File: src/rtl/cd_pkg.sv
package cd_pkg;
  localparam int unsigned CD_WORD_W    = 10;
  localparam int unsigned CD_COMMA_LEN = 7;
  // comma in arrival order, bit 0 = earliest: 0,0,1,1,1,1,1
  localparam logic [CD_COMMA_LEN-1:0] CD_COMMA = 7'b1111100;
endpackage

File: src/rtl/cd_src_sel.sv
module cd_src_sel (
  input  logic loopback_i,
  input  logic line_bit_i,
  input  logic tx_line_i,
  output logic rx_bit_o,
  output logic tx_line_o
);
  always_comb begin
    rx_bit_o  = loopback_i ? tx_line_i : line_bit_i;
    tx_line_o = loopback_i ? 1'b0 : tx_line_i;
  end
endmodule

File: src/rtl/cd_comma_det.sv
module cd_comma_det #(
  parameter int unsigned WORD_W    = cd_pkg::CD_WORD_W,
  parameter int unsigned COMMA_LEN = cd_pkg::CD_COMMA_LEN,
  parameter logic [COMMA_LEN-1:0] COMMA = cd_pkg::CD_COMMA
) (
  input  logic              clk_i,
  input  logic              rst_ni,
  input  logic              bit_en_i,
  input  logic              bit_i,
  output logic [WORD_W-1:0] hist_next_o,
  output logic              match_o
);
  logic [WORD_W-1:0] hist_q;

  // newest bit enters at the top, oldest drifts to bit 0
  always_comb begin
    hist_next_o = {bit_i, hist_q[WORD_W-1:1]};
    match_o     = bit_en_i && (hist_next_o[WORD_W-1 -: COMMA_LEN] == COMMA);
  end

  always_ff @(posedge clk_i or negedge rst_ni) begin
    if (!rst_ni)       hist_q <= '0;
    else if (bit_en_i) hist_q <= hist_next_o;
  end

  a_r1_hist_idle: assert property (@(posedge clk_i) disable iff (!rst_ni)
    !bit_en_i |=> $stable(hist_q));
  a_r1_hist_take: assert property (@(posedge clk_i) disable iff (!rst_ni)
    bit_en_i |=> hist_q[WORD_W-1] == $past(bit_i));
endmodule

File: src/rtl/cd_word_asm.sv
module cd_word_asm #(
  parameter int unsigned WORD_W    = cd_pkg::CD_WORD_W,
  parameter int unsigned COMMA_LEN = cd_pkg::CD_COMMA_LEN,
  parameter logic [COMMA_LEN-1:0] COMMA = cd_pkg::CD_COMMA
) (
  input  logic              clk_i,
  input  logic              rst_ni,
  input  logic              bit_en_i,
  input  logic              align_en_i,
  input  logic              match_i,
  input  logic [WORD_W-1:0] hist_next_i,
  output logic [WORD_W-1:0] word_o,
  output logic              sync_o,
  output logic              launch_o
);
  localparam int unsigned CNT_W = $clog2(WORD_W);
  localparam logic [CNT_W-1:0] LAST_POS = CNT_W'(WORD_W - 1);
  localparam logic [CNT_W-1:0] LOAD_POS = CNT_W'(COMMA_LEN);

  logic [CNT_W-1:0] cnt_q;
  logic             seen_q;
  logic             realign;

  always_comb begin
    launch_o = bit_en_i && (cnt_q == LAST_POS);
    realign  = align_en_i && match_i;
  end

  // position counter: next bit index within the word
  always_ff @(posedge clk_i or negedge rst_ni) begin
    if (!rst_ni)       cnt_q <= '0;
    else if (bit_en_i) begin
      if (realign)       cnt_q <= LOAD_POS;
      else if (launch_o) cnt_q <= '0;
      else               cnt_q <= cnt_q + 1'b1;
    end
  end

  // comma seen for the word being built
  always_ff @(posedge clk_i or negedge rst_ni) begin
    if (!rst_ni)       seen_q <= 1'b0;
    else if (realign)  seen_q <= 1'b1;
    else if (launch_o) seen_q <= 1'b0;
  end

  always_ff @(posedge clk_i or negedge rst_ni) begin
    if (!rst_ni) begin
      word_o <= '0;
      sync_o <= 1'b0;
    end else if (launch_o) begin
      word_o <= hist_next_i;
      sync_o <= seen_q;
    end
  end

  a_r1_cnt_range: assert property (@(posedge clk_i) disable iff (!rst_ni)
    cnt_q <= LAST_POS);
  a_r4_keep_boundary: assert property (@(posedge clk_i) disable iff (!rst_ni)
    bit_en_i && !align_en_i && cnt_q != LAST_POS |=> cnt_q == $past(cnt_q) + 1'b1);
  a_r2_realign_load: assert property (@(posedge clk_i) disable iff (!rst_ni)
    bit_en_i && align_en_i && match_i |=> cnt_q == LOAD_POS);
  a_r5_sync_comma: assert property (@(posedge clk_i) disable iff (!rst_ni)
    sync_o |-> word_o[COMMA_LEN-1:0] == COMMA);
  a_r9_hold: assert property (@(posedge clk_i) disable iff (!rst_ni)
    !launch_o |=> $stable(word_o) && $stable(sync_o));
endmodule

File: src/rtl/cd_strobe_gen.sv
module cd_strobe_gen (
  input  logic clk_i,
  input  logic rst_ni,
  input  logic launch_i,
  output logic strb0_o,
  output logic strb1_o
);
  logic ph_q;

  always_ff @(posedge clk_i or negedge rst_ni) begin
    if (!rst_ni)       ph_q <= 1'b0;
    else if (launch_i) ph_q <= ~ph_q;
  end

  assign strb0_o = ph_q;
  assign strb1_o = ~ph_q;

  a_r6_toggle: assert property (@(posedge clk_i) disable iff (!rst_ni)
    launch_i |=> strb0_o != $past(strb0_o));
  a_r6_steady: assert property (@(posedge clk_i) disable iff (!rst_ni)
    !launch_i |=> $stable(strb0_o));
endmodule

File: src/rtl/comma_deser.sv
module comma_deser
  import cd_pkg::*;
#(
  parameter int unsigned WORD_W    = CD_WORD_W,
  parameter int unsigned COMMA_LEN = CD_COMMA_LEN,
  parameter logic [COMMA_LEN-1:0] COMMA = CD_COMMA
) (
  input  logic              clk_i,
  input  logic              rst_ni,
  input  logic              bit_en_i,
  input  logic              line_bit_i,
  input  logic              tx_line_i,
  input  logic              loopback_i,
  input  logic              align_en_i,
  output logic              tx_line_o,
  output logic [WORD_W-1:0] word_o,
  output logic              sync_o,
  output logic              strb0_o,
  output logic              strb1_o
);
  logic              rx_bit;
  logic [WORD_W-1:0] hist_next;
  logic              match;
  logic              launch;

  cd_src_sel u_src (
    .loopback_i (loopback_i),
    .line_bit_i (line_bit_i),
    .tx_line_i  (tx_line_i),
    .rx_bit_o   (rx_bit),
    .tx_line_o  (tx_line_o)
  );

  cd_comma_det #(.WORD_W(WORD_W), .COMMA_LEN(COMMA_LEN), .COMMA(COMMA)) u_det (
    .clk_i       (clk_i),
    .rst_ni      (rst_ni),
    .bit_en_i    (bit_en_i),
    .bit_i       (rx_bit),
    .hist_next_o (hist_next),
    .match_o     (match)
  );

  cd_word_asm #(.WORD_W(WORD_W), .COMMA_LEN(COMMA_LEN), .COMMA(COMMA)) u_asm (
    .clk_i       (clk_i),
    .rst_ni      (rst_ni),
    .bit_en_i    (bit_en_i),
    .align_en_i  (align_en_i),
    .match_i     (match),
    .hist_next_i (hist_next),
    .word_o      (word_o),
    .sync_o      (sync_o),
    .launch_o    (launch)
  );

  cd_strobe_gen u_strb (
    .clk_i    (clk_i),
    .rst_ni   (rst_ni),
    .launch_i (launch),
    .strb0_o  (strb0_o),
    .strb1_o  (strb1_o)
  );

  a_r8_tx_low: assert property (@(posedge clk_i) disable iff (!rst_ni)
    loopback_i |-> tx_line_o == 1'b0);
  a_r7_loop_src: assert property (@(posedge clk_i) disable iff (!rst_ni)
    loopback_i && bit_en_i |=> u_det.hist_q[WORD_W-1] == $past(tx_line_i));
endmodule

File: config.mk
export PLATFORM = sky130hd
export DESIGN_NAME = comma_deser
export DESIGN_NICKNAME = d
export VERILOG_FILES = /design/src/rtl/cd_pkg.sv /design/src/rtl/cd_src_sel.sv /design/src/rtl/cd_comma_det.sv /design/src/rtl/cd_word_asm.sv /design/src/rtl/cd_strobe_gen.sv /design/src/rtl/comma_deser.sv
export SDC_FILE = /design/constraint.sdc
export NUM_CORES = 1
export LEC_CHECK = 0
export ABC_AREA = 1
export ABC_CLOCK_PERIOD_IN_PS = 1550
export BUFFER_PORTS_ARGS = -buffer_cell sky130_fd_sc_hd__buf_4
export CAP_MARGIN = 20
export CORE_ASPECT_RATIO = 0.7
export CORE_MARGIN = 2
export CORE_UTILIZATION = 53
export CTS_CLUSTER_DIAMETER = 150
export CTS_CLUSTER_SIZE = 8
export DETAILED_ROUTE_END_ITERATION = 8
export GPL_ROUTABILITY_DRIVEN = 0
export PLACE_DENSITY = 0.76
export SLEW_MARGIN = 10
export SYNTH_ARGS = -nofsm -noshare
export SYNTH_HDL_FRONTEND = slang
export SYNTH_SLANG_ARGS = --single-unit
File: constraint.sdc
create_clock -name clk_i -period 1.55 [get_ports clk_i]
set_input_delay 0.155 -clock clk_i [delete_from_list [all_inputs] [get_ports clk_i]]
set_output_delay 0.155 -clock clk_i [all_outputs]
set_load 0.02 [all_outputs]
==> flow_summary.html <==
<table>
<tr><th>Metric</th><th>Value</th></tr>
<tr><th colspan="2">Outcome</th></tr>
<tr><td>Outcome</td><td>finished, final reports clean</td></tr>
<tr><th colspan="2">Critical path</th></tr>
<tr><td>Cell seen most often among critical-path stages</td><td>sky130_fd_sc_hd__inv_1</td></tr>
<tr><td>CP bufs+invs</td><td>3</td></tr>
<tr><td>Cell-by-cell listing of the critical path</td><td>inv_1, ha_1, nand2_1, inv_1, nand2_4, buf_12, xor2_1</td></tr>
<tr><td>Highest cell delay on the worst timing path</td><td>0.45 ns</td></tr>
<tr><td>CP max FO</td><td>15</td></tr>
<tr><td>Delay-heaviest family, CP</td><td>flip-flops</td></tr>
<tr><td>FF-to-FF setup slack</td><td>0.24 ns</td></tr>
<tr><td>Critical Path RT</td><td>1.78 ns</td></tr>
<tr><td>Critical Path Slowest Stage Cell</td><td>sky130_fd_sc_hd__dfrtp_1</td></tr>
<tr><td>Critical Path Sink Type</td><td>flip-flop</td></tr>
<tr><td>Worst path arrival time</td><td>1.54 ns</td></tr>
<tr><td>Critical path type</td><td>reg2reg</td></tr>
<tr><td>CP Launch Type</td><td>flip-flop</td></tr>
<tr><th colspan="2">Detailed routing</th></tr>
<tr><td>Average wire per standard cell</td><td>11.2 um</td></tr>
<tr><td>Final ANT Viol Nets</td><td>0</td></tr>
<tr><td>DR pass1 iterations</td><td>4</td></tr>
<tr><td>Final routed DRC violation total</td><td>0</td></tr>
<tr><td>Vias per inst</td><td>4.78</td></tr>
<tr><td>Via count</td><td>874</td></tr>
<tr><td>Drt initial violations</td><td>40</td></tr>
<tr><td>Total detailed-routing wirelength</td><td>2.04 mm</td></tr>
<tr><th colspan="2">Layout</th></tr>
<tr><td>Area growth from synthesis to layout</td><td>21.3%</td></tr>
<tr><td>Number of diodes</td><td>0</td></tr>
<tr><td>Fraction of final layout cells sized beyond drive strength 1</td><td>25.8%</td></tr>
<tr><td>Core Util, Final</td><td>66.9%</td></tr>
<tr><td>Final-stage net count</td><td>161</td></tr>
<tr><td>Filler-free cell count of the finished design</td><td>183</td></tr>
<tr><td># fillers</td><td>172</td></tr>
<tr><td>Cell area after layout</td><td>0.00142 sq mm</td></tr>
<tr><th colspan="2">Timing</th></tr>
<tr><td>Final min period</td><td>1.31 ns</td></tr>
<tr><td>Worst slew margin relative to its limit</td><td>78.5%</td></tr>
<tr><td>Unrepaired setup endpoints after global routing</td><td>false</td></tr>
<tr><td>Period utilisation layout</td><td>84.3%</td></tr>
<tr><td>Clock Skew</td><td>0.0135 ns</td></tr>
<tr><td>Max-slew violations</td><td>0</td></tr>
<tr><td>Worst Tran Pin Value</td><td>0.323 ns</td></tr>
<tr><td>Number of hold violations in the final report</td><td>0</td></tr>
<tr><td>Setup total negative slack</td><td>0 ns</td></tr>
<tr><td>Final setup violation count</td><td>0</td></tr>
<tr><td>Maximum clock frequency</td><td>765 MHz</td></tr>
<tr><th colspan="2">Clocking</th></tr>
<tr><td>Number of resized instances in the post-cts repair step</td><td>0</td></tr>
<tr><td>Post CTS Setup Buffer Count</td><td>0</td></tr>
<tr><td>Number of clock sinks</td><td>26</td></tr>
<tr><td>TritonCTS buffer count</td><td>3</td></tr>
<tr><td>CTS Root Cell</td><td>sky130_fd_sc_hd__clkbuf_4</td></tr>
<tr><td>TritonCTS clock tree</td><td>yes</td></tr>
<tr><td>Clock-pin slew on the worst setup and hold paths</td><td>0.14 ns</td></tr>
<tr><td>CTS Buffer Depth</td><td>2</td></tr>
<tr><td>Clock latency reported for the late side of the worst-skew pair</td><td>0.32 ns</td></tr>
<tr><td>Hold bufs inserted after CTS</td><td>1</td></tr>
<tr><td>CTS H-tree lvls</td><td>1</td></tr>
<tr><th colspan="2">Logic synthesis</th></tr>
<tr><td>Post-Synthesis Mean Instance Area</td><td>9.14 sq um</td></tr>
<tr><td>Syn. warnings</td><td>0</td></tr>
<tr><td>Cell count after synthesis</td><td>128</td></tr>
<tr><td>Synthesized net count</td><td>137</td></tr>
<tr><td>Proportion of synthesized chip area in sequential cells</td><td>55.6%</td></tr>
<tr><td>Synth unique cells</td><td>18</td></tr>
<tr><td>Post-Synthesis Cell Area</td><td>0.00117 sq mm</td></tr>
<tr><td>Number of storage elements in the synthesis netlist</td><td>26</td></tr>
<tr><th colspan="2">Placement</th></tr>
<tr><td>Detailed placement HPWL</td><td>1.50 mm</td></tr>
<tr><td>Total instance count after detailed placement</td><td>178</td></tr>
<tr><td>Number of buffers added on ports</td><td>20</td></tr>
<tr><td>Area after detailed placement</td><td>0.00136 sq mm</td></tr>
<tr><th colspan="2">Floorplan</th></tr>
<tr><td>DIE WIDTH</td><td>60.2 um</td></tr>
<tr><td>Die height</td><td>43.3 um</td></tr>
<tr><td>DIE AREA</td><td>0.00261 sq mm</td></tr>
<tr><td>Number of cell rows</td><td>14</td></tr>
<tr><td>Starting density of the core</td><td>55.2%</td></tr>
<tr><td>Count of pins on the block boundary</td><td>21</td></tr>
<tr><td>Placeable core region</td><td>0.00212 sq mm</td></tr>
<tr><th colspan="2">Hold path</th></tr>
<tr><td>Path category of the worst min-delay check</td><td>in2reg</td></tr>
<tr><th colspan="2">Pwr</th></tr>
<tr><td>Worst supply voltage drop on vdd</td><td>0.911 mV</td></tr>
<tr><td>Cell leakage power</td><td>0.768 nW</td></tr>
<tr><td>Power Density</td><td>1710 mW/mm^2</td></tr>
<tr><th colspan="2">Global route</th></tr>
<tr><td>Remaining Overflow, GRT</td><td>0</td></tr>
<tr><td>Maximum number of pins on one net before global-route repair</td><td>27</td></tr>
<tr><td>Via count of the first global-routing pass</td><td>900</td></tr>
<tr><td>GRT Util Overall</td><td>18.8%</td></tr>
<tr><td>Antenna violations before repair</td><td>0</td></tr>
<tr><td>Global-route wire length before repair</td><td>3.68 mm</td></tr>
<tr><th colspan="2">Run</th></tr>
<tr><td>Number of maximum-capacitance constraint violations</td><td>0</td></tr>
</table>
[flip-flops by register name (all words and copies together) (netlist names)]
register / cells
u_asm.word_o: 10
u_asm.cnt_q: 4
u_asm.sync_o: 1
u_asm.seen_q: 1
u_det.hist_q: 9
u_strb.strb0_o: 1
[cell usage after synthesis]
cell	n	area [sq um]
sky130_fd_sc_hd__nand2_1	41	154
sky130_fd_sc_hd__nand3b_1	1	7.51
sky130_fd_sc_hd__nor2_1	5	18.8
sky130_fd_sc_hd__nand2_4	1	11.3
sky130_fd_sc_hd__o21ai_0	8	40.0
sky130_fd_sc_hd__inv_2	1	3.75
sky130_fd_sc_hd__clkbuf_1	1	3.75
sky130_fd_sc_hd__xor2_1	2	17.5
sky130_fd_sc_hd__buf_2	1	5.00
sky130_fd_sc_hd__dfrtp_1	26	651
sky130_fd_sc_hd__ha_1	2	25.0
sky130_fd_sc_hd__inv_1	18	67.6
sky130_fd_sc_hd__o21bai_1	1	7.51
sky130_fd_sc_hd__nand4_1	1	6.26
sky130_fd_sc_hd__buf_6	2	22.5
sky130_fd_sc_hd__o21ai_2	10	87.6
sky130_fd_sc_hd__nand3_1	6	30.0
sky130_fd_sc_hd__nor2_4	1	11.3
[metal layers]
metal | wire, um | share of wire [%] | GRT usage [%] | vias to the layer above
met4 | 29 | 1.4 | 5.78 | 0
li1 | - | - | - | 442
met5 | 0 | 0 | 0 | -
met3 | 74 | 3.6 | 4.88 | 4
met2 | 969 | 47 | 32.2 | 20
met1 | 969 | 47 | 23.1 | 408
[cell families after synthesis]
family / synth area share (%)
AND/OR/NAND/NOR: 20.4
flip-flops: 55.6
AO/OA/AOI/OAI: 11.6
XOR/XNOR: 1.50
adder cells (fa/ha/maj): 2.14
buffers and inverters: 8.77
[report_power, final]
part	switching [mW]	internal [mW]	leakage [nW]
Clock	0.196	0.262	0.0279
Combinational	0.518	0.401	0.407
Sequential	0.158	0.891	0.333
Total	0.872	1.55	0.768
[cells in the final DEF (no fill, tap or decap), types with 2 or more instances in the layout]
| cell | netlist | routed |
|---|---|---|
| sky130_fd_sc_hd__buf_4 | 0 | 21 |
| sky130_fd_sc_hd__clkbuf_4 | 0 | 3 |
| sky130_fd_sc_hd__dfrtp_1 | 26 | 26 |
| sky130_fd_sc_hd__ha_1 | 2 | 2 |
| sky130_fd_sc_hd__inv_1 | 18 | 18 |
| sky130_fd_sc_hd__nand2_1 | 41 | 41 |
| sky130_fd_sc_hd__nand3_1 | 6 | 6 |
| sky130_fd_sc_hd__nor2_1 | 5 | 5 |
| sky130_fd_sc_hd__o21ai_0 | 8 | 8 |
| sky130_fd_sc_hd__o21ai_2 | 10 | 10 |
| sky130_fd_sc_hd__xor2_1 | 2 | 2 |
[per-stage QoR]
step                hold WS [ns]  total power, mW  setup slack, ns
CTS                        0.150             2.46            0.224
global route               0.152             2.61            0.103
floorplan                 -0.141             1.62            0.388
detailed placement        0.0810             1.99            0.235
global placement          0.0765             1.96            0.273
finish                     0.160             2.43            0.243
[final timing paths]
| path | startpoint | end | cells past startpoint |
|---|---|---|---|
| setup reg to reg | u_asm.cnt_q[1] | u_strb.strb0_o | 7 |
| max in group asynchronous | rst_ni | u_asm.sync_o | 2 |
| setup / recovery | u_asm.cnt_q[1] | u_strb.strb0_o | 7 |
| min in group asynchronous | rst_ni | u_det.hist_q[9] | 2 |
| hold reg to reg | u_det.hist_q[2] | u_det.hist_q[1] | 2 |
| hold / removal | bit_en_i | u_det.hist_q[9] | 2 |
[area by class of cell]
class                           instances  area, sq um  share of cell area [%]
Clock inverter                          1         30.0                    2.12
Multi-Input combinational cell         79          417                    29.4
Timing Repair Buffer                   23          188                    13.2
Clock buffer                            3         22.5                    1.59
Sequential cell                        26          651                    45.9
Tap cell                               32         40.0                    2.82
Inverter                               19         71.3                    5.03
[worst reg2reg max path, stage by stage, from the launching register on]
cell and delay [ns]:
sky130_fd_sc_hd__dfrtp_1 0.45, sky130_fd_sc_hd__inv_1 0.07, sky130_fd_sc_hd__ha_1 0.13, sky130_fd_sc_hd__nand2_1 0.04
sky130_fd_sc_hd__inv_1 0.10, sky130_fd_sc_hd__nand2_4 0.13, sky130_fd_sc_hd__buf_12 0.18, sky130_fd_sc_hd__xor2_1 0.13
Power figures use the tool's default switching activity.
